### config.mk
export PLATFORM = sky130hd
export DESIGN_NAME = fcmpCcUnit
export DESIGN_NICKNAME = d
export VERILOG_FILES = /design/src/rtl/fcmpPkg.sv /design/src/rtl/fcmpClassify.sv /design/src/rtl/fcmpDatapath.sv /design/src/rtl/fcmpControl.sv /design/src/rtl/fcmpCcUnit.sv
export SDC_FILE = /design/constraint.sdc
export NUM_CORES = 1
export LEC_CHECK = 0
export BUFFER_PORTS_ARGS = -buffer_cell sky130_fd_sc_hd__buf_2
export CORE_MARGIN = 2
export CORE_UTILIZATION = 30
export DETAILED_ROUTE_END_ITERATION = 6
export GPL_ROUTABILITY_DRIVEN = 1
export SLEW_MARGIN = 40
export SYNTH_ARGS = -nofsm -noshare
export SYNTH_HDL_FRONTEND = slang
export SYNTH_SLANG_ARGS = --single-unit
### constraint.sdc
create_clock -name clk -period 4.1 [get_ports clk]
set_clock_uncertainty 0.15 [all_clocks]
set_input_delay 0.41 -clock clk [delete_from_list [all_inputs] [get_ports clk]]
set_output_delay 0.41 -clock clk [all_outputs]
set_load 0.05 [all_outputs]
### src/rtl/fcmpPkg.sv
package fcmpPkg;
  localparam int EXP_W = 8;
  localparam int FRAC_W = 23;
  localparam int WORD_W = 1 + EXP_W + FRAC_W;

  typedef enum logic [1:0] {
    MODE_QUIET  = 2'b00,
    MODE_SIGNAL = 2'b01,
    MODE_TOTAL  = 2'b10,
    MODE_TOTAL2 = 2'b11
  } cmpMode_t;

  typedef enum logic [1:0] {
    REL_EQ = 2'd0,
    REL_LT = 2'd1,
    REL_GT = 2'd2,
    REL_UN = 2'd3
  } relation_t;

  // strobes from control to datapath
  typedef struct packed {
    logic load;
    logic totalMode;
    logic signalMode;
  } ctrlStrobe_t;
endpackage

### src/rtl/fcmpClassify.sv
module fcmpClassify
  import fcmpPkg::*;
#(
  parameter int EW = EXP_W,
  parameter int FW = FRAC_W
) (
  input  logic [EW+FW:0] word,
  output logic           isNan,
  output logic           isSnan,
  output logic           isZero
);
  localparam int QBIT = FW - 1;
  logic expOnes;
  logic fracNz;
  always_comb begin
    expOnes = &word[EW+FW-1:FW];
    fracNz  = |word[FW-1:0];
    isNan   = expOnes && fracNz;
    isSnan  = isNan && !word[QBIT];
    isZero  = ~|word[EW+FW-1:0];
  end
endmodule

### src/rtl/fcmpDatapath.sv
module fcmpDatapath
  import fcmpPkg::*;
#(
  parameter int W = WORD_W
) (
  input  logic        clk,
  input  logic        rstN,
  input  ctrlStrobe_t strobe,
  input  logic [W-1:0] opA,
  input  logic [W-1:0] opB,
  output logic [1:0]  ccOut,
  output logic        invalidFlag,
  output logic        unorderedFlag
);
  localparam int MAG_W = W - 1;

  logic nanA, nanB, snanA, snanB, zeroA, zeroB;
  relation_t rel;
  logic [1:0] ccNext;
  logic invNext, unNext;

  fcmpClassify #(.EW(EXP_W), .FW(FRAC_W)) i_clsA (
    .word(opA), .isNan(nanA), .isSnan(snanA), .isZero(zeroA));
  fcmpClassify #(.EW(EXP_W), .FW(FRAC_W)) i_clsB (
    .word(opB), .isNan(nanB), .isSnan(snanB), .isZero(zeroB));

  // IEEE relation of opA against opB
  always_comb begin
    logic [MAG_W-1:0] magA, magB;
    logic signA, signB;
    magA = opA[MAG_W-1:0];
    magB = opB[MAG_W-1:0];
    signA = opA[W-1];
    signB = opB[W-1];
    if (nanA || nanB) rel = REL_UN;
    else if ((zeroA && zeroB) || (opA == opB)) rel = REL_EQ;
    else if (signA != signB) rel = signA ? REL_LT : REL_GT;
    else if (!signA) rel = (magA < magB) ? REL_LT : REL_GT;
    else rel = (magA > magB) ? REL_LT : REL_GT;
  end

  always_comb begin
    ccNext = 2'd0;
    invNext = 1'b0;
    unNext = 1'b0;
    if (strobe.totalMode) begin
      unique case (rel)
        REL_EQ: ccNext = (opB == '0 && opA != '0) ? 2'd1 : 2'd0;
        REL_LT: ccNext = 2'd1;
        REL_GT: ccNext = 2'd0;
        default: ccNext = nanB ? 2'd3 : 2'd2;
      endcase
    end else begin
      ccNext = rel;
      unNext = (rel == REL_UN);
      invNext = strobe.signalMode ? (nanA || nanB) : (snanA || snanB);
    end
  end

  always_ff @(posedge clk) begin
    if (!rstN) begin
      ccOut <= 2'd0;
      invalidFlag <= 1'b0;
      unorderedFlag <= 1'b0;
    end else if (strobe.load) begin
      ccOut <= ccNext;
      invalidFlag <= invNext;
      unorderedFlag <= unNext;
    end
  end
endmodule

### src/rtl/fcmpControl.sv
module fcmpControl
  import fcmpPkg::*;
(
  input  logic        clk,
  input  logic        rstN,
  input  logic        inValid,
  input  logic [1:0]  mode,
  output ctrlStrobe_t strobe,
  output logic        outValid
);
  always_comb begin
    strobe.load = inValid;
    strobe.totalMode = mode[1];
    strobe.signalMode = (mode == MODE_SIGNAL);
  end

  always_ff @(posedge clk) begin
    if (!rstN) outValid <= 1'b0;
    else outValid <= inValid;
  end
endmodule

### src/rtl/fcmpCcUnit.sv
module fcmpCcUnit
  import fcmpPkg::*;
(
  input  logic        clk,
  input  logic        rstN,
  input  logic        inValid,
  input  logic [1:0]  mode,
  input  logic [31:0] opA,
  input  logic [31:0] opB,
  output logic        outValid,
  output logic [1:0]  ccOut,
  output logic        invalidFlag,
  output logic        unorderedFlag
);
  ctrlStrobe_t strobe;

  fcmpControl i_ctrl (
    .clk(clk), .rstN(rstN), .inValid(inValid), .mode(mode),
    .strobe(strobe), .outValid(outValid));

  fcmpDatapath #(.W(WORD_W)) i_dp (
    .clk(clk), .rstN(rstN), .strobe(strobe), .opA(opA), .opB(opB),
    .ccOut(ccOut), .invalidFlag(invalidFlag), .unorderedFlag(unorderedFlag));
endmodule

==> out/metrics.csv <==
metric;value;unit
reg2regPathDepth;2;
critPathRequiredTime;4090;ps
crit_fanout;5;
final_common_cell;buf_2;
insertion_delay;220;ps
synthAdderAreaFrac;30.0;%
crit_buf_inv;1;
clock-sinks;5;
ys.warnings.count;0;
die_w;69.7;um
setup_tns;0;ps
powerDensity;160;nW/um2
synthMuxAreaShare;0;%
synth_area;1290;um2
p_comb_share;49.7;%
synthCells;181;
finalCriticalPeriod;2590;ps
htree_num_levels;1;
cp_slowest_stage_delay;400;ps
antenna_cells;0;
nNetsFinal;359;
dp_hpwl;3570;um
synth-edff-count;0;
ant_nets;0;
cts_hold_buf;0;
route.detailed.drc;0;
cts_tree;yes;
grt_usage;15.9;%
hold_path.class;input pin to register;
p_clk_share;31.9;%
clock-root-buffer;clkbuf_8;
synth_top_family_by_area;simple AND/OR/NAND/NOR gates;
dpl_cell_area;1720;um2
core_area;4090;um2
regArea;100;um2
first_pass_iters;4;
maxCapViolCount;0;
grt_max_degree;8;
p_switching;0.102;mW
cts.repair.resized;0;
gp_congestion;0.928;
vdd_drop_max;0.0000682;V
viasPerCell;5.23;
status;completed;
dieArea;4860;um2
worstMarginPinSlew;711;ps
ys.flop_type;dfxtp_1;
grt_pass1_wl;6430;um
cpLargestDelayFamily;compound AO/OA/AOI/OAI gates;
clkTransAtPathRegs;40;ps
worst_ep_arrival_time;2570;ps
fillCellCount;448;
rsz0062_at_grt;false;
wire_per_inst;12.5;um
die_height;69.7;um
holdPathStages;2;
portBuffers;73;
num_rows;23;
vias;1611;
fmax;387;MHz
r2r_setup_slack;3240;ps
drive_above_1_share;31.0;%
antenna_found_initial;0;
p_seq_share;18.4;%
cp-end-kind;register;
cts-buffers-inserted;3;
synth.distinct_cells;32;
finalCritPeriodShare;63.1;%
hold_violations;0;
cts_setup_buffers;0;
crit-reg2reg-launch;i_dp.ccOut[0]$_SDFFE_PN0P_;
synthSimpleGateAreaFrac;30.8;%
p_int;0.181;mW
io_pins;74;
initial_core_util;31.7;%
fin_area;1770;um2
crit_path_cell_trace;buf_2 -> ha_1 -> a21o_1 -> a221o_1 -> a221oi_2 -> a21oi_2 -> or4_1 -> a21o_1 -> a221oi_2;
setup_violations;0;
area_delta_synth_final;36.5;%
drt_wl_total;3860;um
maxSlewHeadroom;52.1;%
drtIter0Drc;40;
synth-xor-area-share;0;%
switching_share;35.9;%
grt_overflow;0;
clockBufferDepth;2;
crit_start;opA[8];
async_flop_share;0;%
final_util;43.3;%
worstReg2RegEnd;i_dp.ccOut[0]$_SDFFE_PN0P_;
leakagePower;0.952;nW
multiInputGateArea;1070;um2
synth-compound-area-share;21.6;%
finalMaxSlewViolations;0;
synthesis.nets;281;
grt_pass1_vias;1539;
crit_slowest_cell;or4_1;
ys_seq_area_share;7.73;%
cp.depth;9;
crit_type;input pin to register;
critPathLaunchType;input pin;
final_cell_mix;buf_2, inv_1, ha_1, nor4_1;
worstSetupEndpoint;i_dp.ccOut[0]$_SDFFE_PN0P_;
synth-seq-cells;5;
avgSynthCellArea;7.15;um2
## power groups by stage
stage / sequential, mW / clock, mW / combinational [mW]
global route: 0.0522 / 0.0971 / 0.160
finish: 0.0520 / 0.0904 / 0.141
global placement: 0.0526 / 0 / 0.140
CTS: 0.0520 / 0.0931 / 0.142
floorplan: 0.0602 / 0 / 0.0682
detailed placement: 0.0528 / 0 / 0.141
## how the worst min path moves through the flow
| stage | slack (ps) | from | endpoint |
|---|---|---|---|
| CTS | 300 | rstN | i_ctrl.outValid$_SDFF_PN0_ |
| global placement | 310 | i_dp.unorderedFlag$_SDFFE_PN0P_ | i_dp.unorderedFlag$_SDFFE_PN0P_ |
| floorplan | 380 | inValid | i_ctrl.outValid$_SDFF_PN0_ |
| detailed placement | 310 | i_dp.unorderedFlag$_SDFFE_PN0P_ | i_dp.unorderedFlag$_SDFFE_PN0P_ |
| global route | 330 | i_dp.unorderedFlag$_SDFFE_PN0P_ | i_dp.unorderedFlag$_SDFFE_PN0P_ |
| finish | 300 | rstN | i_ctrl.outValid$_SDFF_PN0_ |
## cells in the mapped netlist, drive strengths merged (2+ instances only)
cell type / count / area [um2]
a211oi: 3 / 22.5
a21boi: 2 / 15.0
a21o: 2 / 15.0
a21oi: 14 / 73.8
a221oi: 3 / 38.8
and2: 2 / 12.5
and4: 5 / 43.8
dfxtp: 5 / 100
ha: 31 / 388
inv: 34 / 128
nand2: 13 / 48.8
nand3: 5 / 25.0
nand3b: 2 / 15.0
nand4: 13 / 81.3
nor2: 3 / 11.3
nor3: 4 / 20.0
nor4: 17 / 106
o21ai: 10 / 50.1
o21bai: 2 / 15.0
or3: 2 / 13.8
## sequential cells by signal, indices dropped and copies added (netlist names)
name,count
i_dp.ccOut,2
i_ctrl.outValid,1
i_dp.unorderedFlag,1
i_dp.invalidFlag,1
## cell families after synthesis
| family | after synthesis |
|---|---|
| AO/OA/AOI/OAI | 42 |
| AND/OR/NAND/NOR | 69 |
| adder cells (fa/ha/maj) | 31 |
| flip-flops | 5 |
| buffers and inverters | 34 |
## cell type report
type                            instances  share of cell area, %
Sequential cell                         5                   5.66
Tap cell                               50                   3.54
Inverter                               34                   7.22
Multi-Input combinational cell        142                   60.4
Timing Repair Buffer                   73                   20.7
Clock buffer                            4                   2.55
## layer usage
metal,share of wire [%],global-route usage (%)
met1,46,20.7
met2,44,26.9
met3,8.6,3.49
met4,1.4,2.99
met5,0,0
## metrics by stage
step / total power [mW] / setup slack [ps] / hold WS (ps) / cells
2_1_floorplan: 0.128 / 1510 / 382 / 181
3_3_place_gp: 0.193 / 1320 / 306 / 304
3_5_place_dp: 0.194 / 1280 / 311 / 304
4_1_cts: 0.287 / 1500 / 305 / 308
5_1_grt: 0.309 / 1380 / 332 / 308
6_report: 0.283 / 1510 / 304 / 308
Note: power is estimated with default switching activity, not from simulation.
